<file path="config.mk">
export PLATFORM = sky130hd
export DESIGN_NAME = irq_redir_regs
export DESIGN_NICKNAME = d
export VERILOG_FILES = /design/src/rtl/irq_redir_pkg.sv /design/src/rtl/irq_redir_ctl.sv /design/src/rtl/irq_redir_dp.sv /design/src/rtl/irq_redir_regs.sv
export SDC_FILE = /design/constraint.sdc
export NUM_CORES = 1
export LEC_CHECK = 0
export BUFFER_PORTS_ARGS = -buffer_cell sky130_fd_sc_hd__buf_2
export CAP_MARGIN = 10
export CORE_MARGIN = 2
export CORE_UTILIZATION = 49
export DETAILED_ROUTE_END_ITERATION = 16
export GPL_ROUTABILITY_DRIVEN = 0
export PLACE_DENSITY = 0.77
export SYNTH_ARGS = -nofsm -noshare
export SYNTH_HDL_FRONTEND = slang
export SYNTH_HIERARCHICAL = 1
export SYNTH_SLANG_ARGS = --single-unit
</file>
<file path="constraint.sdc">
create_clock -name clk -period 3.8 [get_ports clk]
set_input_delay 0.76 -clock clk [delete_from_list [all_inputs] [get_ports clk]]
set_output_delay 0.76 -clock clk [all_outputs]
set_load 0.005 [all_outputs]
</file>
<file path="src/rtl/irq_redir_pkg.sv">
package irq_redir_pkg;
  localparam int NUM_INPUTS = 24;
  localparam int IDX_W      = $clog2(NUM_INPUTS);
  localparam int ADDR_W     = 8;
  localparam int DATA_W     = 32;
  localparam int SEL_W      = 8;
  localparam int ID_W       = 4;
  localparam logic [7:0] VERSION_ID = 8'h11;
  localparam logic [ADDR_W-1:0] OFF_SEL = 8'h00;
  localparam logic [ADDR_W-1:0] OFF_WIN = 8'h10;
  localparam int ENTRY_BASE = 16;
  localparam int TABLE_END  = ENTRY_BASE + 2 * NUM_INPUTS;

  typedef enum logic [2:0] {
    RK_ZERO, RK_SEL, RK_ID, RK_VER, RK_LO, RK_HI
  } rdKind_e;

  typedef struct packed {
    logic             wrId;
    logic             wrLo;
    logic             wrHi;
    logic             rdEn;
    rdKind_e          rdKind;
    logic [IDX_W-1:0] idx;
  } regStrobe_t;
endpackage

</file>
<file path="src/rtl/irq_redir_ctl.sv">
module irq_redir_ctl
  import irq_redir_pkg::*;
(
  input  logic              clk,
  input  logic              rstN,
  input  logic              busSel,
  input  logic              busWrite,
  input  logic [ADDR_W-1:0] busAddr,
  input  logic [DATA_W-1:0] busWdata,
  output logic [SEL_W-1:0]  selReg,
  output regStrobe_t        strb
);
  logic             winHit;
  logic             inTable;
  logic [SEL_W-1:0] selOffs;

  always_ff @(posedge clk) begin
    if (!rstN) selReg <= '0;
    else if (busSel && busWrite && busAddr == OFF_SEL) selReg <= busWdata[SEL_W-1:0];
  end

  always_comb begin
    winHit  = busSel && (busAddr == OFF_WIN);
    inTable = (int'(selReg) >= ENTRY_BASE) && (int'(selReg) < TABLE_END);
    selOffs = selReg - SEL_W'(ENTRY_BASE);
    strb = '0;
    strb.idx  = selOffs[IDX_W:1];
    strb.rdEn = busSel && !busWrite;
    if (busAddr == OFF_SEL) strb.rdKind = RK_SEL;
    else if (busAddr == OFF_WIN) begin
      if (selReg == 8'h00 || selReg == 8'h02) strb.rdKind = RK_ID;
      else if (selReg == 8'h01)               strb.rdKind = RK_VER;
      else if (inTable)                       strb.rdKind = selReg[0] ? RK_HI : RK_LO;
      else                                    strb.rdKind = RK_ZERO;
    end else strb.rdKind = RK_ZERO;
    strb.wrId = winHit && busWrite && (selReg == 8'h00);
    strb.wrLo = winHit && busWrite && inTable && !selReg[0];
    strb.wrHi = winHit && busWrite && inTable && selReg[0];
  end

  // at most one target per write, and entry writes stay inside the table
  a_r8_one_target: assert property (@(posedge clk) disable iff (!rstN)
    $onehot0({strb.wrId, strb.wrLo, strb.wrHi}));
  a_r8_idx_in_range: assert property (@(posedge clk) disable iff (!rstN)
    (strb.wrLo || strb.wrHi) |-> (int'(strb.idx) < NUM_INPUTS));
endmodule

</file>
<file path="src/rtl/irq_redir_dp.sv">
module irq_redir_dp
  import irq_redir_pkg::*;
(
  input  logic                  clk,
  input  logic                  rstN,
  input  regStrobe_t            strb,
  input  logic [SEL_W-1:0]      selReg,
  input  logic [DATA_W-1:0]     busWdata,
  input  logic [NUM_INPUTS-1:0] pendVec,
  input  logic [NUM_INPUTS-1:0] remoteIrrSet,
  output logic [DATA_W-1:0]     busRdata,
  output logic                  svcReq,
  output logic [IDX_W-1:0]      svcIdx,
  output logic [NUM_INPUTS-1:0] entMask,
  output logic [NUM_INPUTS-1:0] entLevel,
  output logic [NUM_INPUTS-1:0] entPolarity,
  output logic [NUM_INPUTS-1:0] entRemoteIrr
);
  logic [7:0]            vecTab  [NUM_INPUTS];
  logic [2:0]            dlvTab  [NUM_INPUTS];
  logic [7:0]            destTab [NUM_INPUTS];
  logic [NUM_INPUTS-1:0] dstModeTab, dlvStatTab;
  logic [ID_W-1:0]       idReg;
  logic [IDX_W-1:0]      rdIdx;
  logic [DATA_W-1:0]     loHalf, hiHalf, rdNext;

  always_ff @(posedge clk) begin
    if (!rstN) begin
      idReg <= '0;
      for (int i = 0; i < NUM_INPUTS; i++) begin
        vecTab[i]       <= '0;
        dlvTab[i]       <= '0;
        destTab[i]      <= '0;
        dstModeTab[i]   <= 1'b0;
        dlvStatTab[i]   <= 1'b0;
        entPolarity[i]  <= 1'b0;
        entRemoteIrr[i] <= 1'b0;
        entLevel[i]     <= 1'b0;
        entMask[i]      <= 1'b1;
      end
    end else begin
      if (strb.wrId) idReg <= busWdata[27:24];
      for (int i = 0; i < NUM_INPUTS; i++) begin
        if (strb.wrLo && int'(strb.idx) == i) begin
          vecTab[i]       <= busWdata[7:0];
          dlvTab[i]       <= busWdata[10:8];
          dstModeTab[i]   <= busWdata[11];
          dlvStatTab[i]   <= busWdata[12];
          entPolarity[i]  <= busWdata[13];
          entRemoteIrr[i] <= 1'b0;
          entLevel[i]     <= busWdata[15];
          entMask[i]      <= busWdata[16];
        end else if (remoteIrrSet[i]) begin
          entRemoteIrr[i] <= 1'b1;
        end
        if (strb.wrHi && int'(strb.idx) == i) destTab[i] <= busWdata[31:24];
      end
    end
  end

  always_comb begin
    rdIdx  = (int'(strb.idx) < NUM_INPUTS) ? strb.idx : '0;
    loHalf = {15'b0, entMask[rdIdx], entLevel[rdIdx], entRemoteIrr[rdIdx],
              entPolarity[rdIdx], dlvStatTab[rdIdx], dstModeTab[rdIdx],
              dlvTab[rdIdx], vecTab[rdIdx]};
    hiHalf = {destTab[rdIdx], 24'b0};
    unique case (strb.rdKind)
      RK_SEL:  rdNext = {{(DATA_W-SEL_W){1'b0}}, selReg};
      RK_ID:   rdNext = {4'b0, idReg, 24'b0};
      RK_VER:  rdNext = {8'b0, 8'(NUM_INPUTS - 1), 8'b0, VERSION_ID};
      RK_LO:   rdNext = loHalf;
      RK_HI:   rdNext = hiHalf;
      default: rdNext = '0;
    endcase
  end

  always_ff @(posedge clk) begin
    if (!rstN) begin
      busRdata <= '0;
      svcReq   <= 1'b0;
      svcIdx   <= '0;
    end else begin
      busRdata <= strb.rdEn ? rdNext : '0;
      svcReq   <= (strb.wrLo || strb.wrHi) && pendVec[rdIdx];
      svcIdx   <= strb.idx;
    end
  end

  a_r2_idle_zero: assert property (@(posedge clk) disable iff (!rstN)
    !strb.rdEn |=> (busRdata == '0));
  a_r6_lo_clears_rirr: assert property (@(posedge clk) disable iff (!rstN)
    strb.wrLo |=> !entRemoteIrr[$past(rdIdx)]);
  a_r9_svc_issued: assert property (@(posedge clk) disable iff (!rstN)
    ((strb.wrLo || strb.wrHi) && pendVec[rdIdx]) |=> (svcReq && svcIdx == $past(strb.idx)));
  a_r9_svc_cause: assert property (@(posedge clk) disable iff (!rstN)
    svcReq |-> $past(strb.wrLo || strb.wrHi));
  a_r10_mask_only_on_write: assert property (@(posedge clk) disable iff (!rstN)
    !strb.wrLo |=> $stable(entMask));
endmodule

</file>
<file path="src/rtl/irq_redir_regs.sv">
module irq_redir_regs
  import irq_redir_pkg::*;
(
  input  logic                  clk,
  input  logic                  rstN,
  input  logic                  busSel,
  input  logic                  busWrite,
  input  logic [ADDR_W-1:0]     busAddr,
  input  logic [DATA_W-1:0]     busWdata,
  output logic [DATA_W-1:0]     busRdata,
  input  logic [NUM_INPUTS-1:0] pendVec,
  input  logic [NUM_INPUTS-1:0] remoteIrrSet,
  output logic                  svcReq,
  output logic [IDX_W-1:0]      svcIdx,
  output logic [NUM_INPUTS-1:0] entMask,
  output logic [NUM_INPUTS-1:0] entLevel,
  output logic [NUM_INPUTS-1:0] entPolarity,
  output logic [NUM_INPUTS-1:0] entRemoteIrr
);
  regStrobe_t       strb;
  logic [SEL_W-1:0] selReg;

  irq_redir_ctl u_ctl (
    .clk(clk), .rstN(rstN), .busSel(busSel), .busWrite(busWrite),
    .busAddr(busAddr), .busWdata(busWdata), .selReg(selReg), .strb(strb)
  );

  irq_redir_dp u_dp (
    .clk(clk), .rstN(rstN), .strb(strb), .selReg(selReg), .busWdata(busWdata),
    .pendVec(pendVec), .remoteIrrSet(remoteIrrSet), .busRdata(busRdata),
    .svcReq(svcReq), .svcIdx(svcIdx), .entMask(entMask), .entLevel(entLevel),
    .entPolarity(entPolarity), .entRemoteIrr(entRemoteIrr)
  );
endmodule

</file>
==> impl_metrics.tcl <==
set metrics [dict create \
    criticalPathCategory "reg2reg" \
    p_int_mw 11.5 \
    core_um2 56600 \
    grt.total_usage 0.267 \
    synthCells 2461 \
    ctsHoldBuffers 0 \
    async_reset_ff_frac 0 \
    fillers 4503 \
    period_needed_ns 3.44 \
    place_inst 3337 \
    ctsRootBufferMaster "clkbuf_16" \
    ant_nets 0 \
    p_sw_frac 0.214 \
    p_total_mw 14.6 \
    slew_headroom 0.203 \
    clk_pin_slew_ns 0.07 \
    holdCritStartpoint "remoteIrrSet[22]" \
    cts_tree "built" \
    ys_warn_count 6 \
    synth_top_area_share 0.486 \
    syn_to_final_growth_pct 14.1 \
    grt_max_degree 92 \
    worst_ep_arrival_time_ns 4.02 \
    htree_levels 2 \
    pwr-share-seq 0.539 \
    io_buffer_count 213 \
    routed_wl_um 81200 \
    cts_made_buffers 60 \
    power_switching_mw 3.11 \
    worst_slack_ns 0.363 \
    seq_area_frac_synth 0.620 \
    drive_gt1_frac 0.181 \
    fp.dieW_um 244 \
    drt-vias-per-instance 6.10 \
    synth_flop_cell "edfxtp_1" \
    power_frac_clock 0.423 \
    final_common_cell "edfxtp_1" \
    initial_core_util 0.497 \
    startpoint "u_ctl/selReg[4]" \
    crit_required_ns 4.38 \
    path_cells "inv_1, buf_4, ha_1, a31oi_1, o22ai_1, or4b_2, a2111oi_0, a32o_1" \
    cts_resized 0 \
    tns_ns 0 \
    max_stage_delay_ns 0.84 \
    yosysUniqueCellTypes 60 \
    worst_path_max_delay_cell "or4b_2" \
    clockBufferDepth 3 \
    grt-ovfl-total 0 \
    path_max_fanout 34 \
    cp-start-kind "flip-flop" \
    syn_area_per_cell_um2 11.4 \
    rows 87 \
    antenna_found_initial 1 \
    drv_slew 0 \
    io_pins 226 \
    setup_violations 0 \
    dp_hpwl_um 54100 \
    worst_slew_pin_slew_ns 1.19 \
    p_leak_nw 12.3 \
    synth_edf_count 456 \
    cpLargestDelayFamily "compound AO/OA/AOI/OAI gates" \
    nNetsFinal 2739 \
    yosys-top-cells-area "edfxtp_1 (49%), dfxtp_1 (13%), mux2i_1 (6.7%)" \
    instances_no_fill 3452 \
    min_path_type "in2reg" \
    dieArea_um2 59400 \
    cts_setup_buffers 0 \
    wl_per_cell_um 23.5 \
    comb_power_share 0.038 \
    hold_violations 0 \
    vias 21000 \
    initialDrtViolationCount 2825 \
    clk_latency_ns 0.64 \
    status "finished, final reports clean" \
    fp.dieH_um 244 \
    ys_ff_latch 644 \
    drc 0 \
    vdd_drop_max_uv 379 \
    end_kind "flip-flop" \
    grt_pass1_vias 20200 \
    fmax_ghz 0.291 \
    final_cell_mix "edfxtp_1 (456), nor2_1 (422), nand2_1 (297)" \
    power_density_nw_per_um2 453 \
    cap_violations 0 \
    synth_largest_area_cell "edfxtp_1" \
    rsz0062_at_grt "false" \
    grt_pass1_wl_um 121000 \
    preCtsSetupSlack_ns 0.100 \
    syn_area_um2 28200 \
    firstDrtPassIters 6 \
    r2r-start "u_ctl/selReg[4]" \
    min_period_over_period 0.904 \
    cts.sinks 644 \
    fin_skew_ns 0.0237 \
    critPathBufInv 2 \
    n_antenna_cell 0 \
]
## per-stage QoR
stage | hold slack (ns) | area [um2] | util
after floorplan | 0.424 | 28200 | -
after global placement | 0.450 | 30100 | 0.532
after detailed placement | 0.456 | 30100 | 0.532
after CTS | 0.304 | 32100 | 0.568
after global routing | 0.324 | 32100 | 0.568
final | 0.321 | 32100 | 0.568
## kinds of logic after synthesis
family	after synthesis	share of synthesized area
AOI/OAI and AO/OA	396	0.0974
adders and majority gates	3	0.00133
buffers and inverters	228	0.0391
DFF	644	0.620
muxes	230	0.0940
other	1	0.000133
and+or+nand+nor	959	0.148
## worst reg2reg max path: stages, from the launching register on
cell       delay, ns
dfxtp_1         0.42
inv_1           0.09
buf_4           0.30
ha_1            0.30
a31oi_1         0.16
o22ai_1         0.17
or4b_2          0.84
a2111oi_0       0.82
a32o_1          0.28
## routing by layer
| metal | vias up | GRT usage | part of all wire |
|---|---|---|---|
| met2 | 1387 | 0.429 | 0.47 |
| met4 | 2 | 0.122 | 0.045 |
| li1 | 9209 | - | - |
| met5 | - | 0 | 0.00016 |
| met3 | 242 | 0.0576 | 0.12 |
| met1 | 10200 | 0.347 | 0.36 |
## final cells by class
| class | instances | area, um2 | area share |
|---|---|---|---|
| clock inverter | 27 | 308 | 0.00958 |
| timing repair buffer | 320 | 1940 | 0.0602 |
| tap | 756 | 946 | 0.0294 |
| sequential | 644 | 17500 | 0.543 |
| inverter | 26 | 97.6 | 0.00304 |
| multi-input combinational | 1592 | 9660 | 0.300 |
| clock buffer | 87 | 1730 | 0.0539 |
## flip-flops by register name (all words and copies together), names as in the netlist, 8 cells and up
register / cells
u_dp/destTab: 192
u_dp/vecTab: 192
u_dp/dlvTab: 72
u_dp/busRdata: 26
u_dp/dlvStatTab: 24
u_dp/dstModeTab: 24
u_dp/entLevel: 24
u_dp/entMask: 24
u_dp/entPolarity: 24
u_dp/entRemoteIrr: 24
u_ctl/selReg: 8
## final timing paths
kind	slack [ns]	cells after the start	end
worst max register to register	0.36	8	u_dp/busRdata[5]
worst min register to register	0.47	1	u_dp/busRdata[27]
worst max-delay path	0.36	8	u_dp/busRdata[5]
worst min-delay path	0.32	3	u_dp/entRemoteIrr[22]
## power groups by stage
stage | sequential, mW | combinational, mW | clock [mW]
after floorplan | 7.97 | 0.297 | 0
after global placement | 7.99 | 0.519 | 0
after detailed placement | 8.00 | 0.535 | 0
after CTS | 7.85 | 0.538 | 6.18
after global routing | 7.87 | 0.582 | 6.47
final | 7.86 | 0.547 | 6.16
## synth_stat cells (12+ instances only)
library cell  count
a221oi_1         41
buf_4            23
buf_2            60
a22oi_1          24
a21oi_1          89
a221o_1          27
nor2b_1         102
inv_1            26
nand2_1         297
and2_1           12
edfxtp_1        456
o21ai_0          63
o22ai_1          18
clkbuf_1        102
o221ai_1         15
a21o_1           12
a211oi_1         41
a21boi_0         16
mux4_2           26
nor2_1          423
dfxtp_1         188
mux2i_1         189
a31oi_1          15
nand3_1          65
mux2_2           15
a2111oi_0        12
Power figures use the tool's default switching activity.
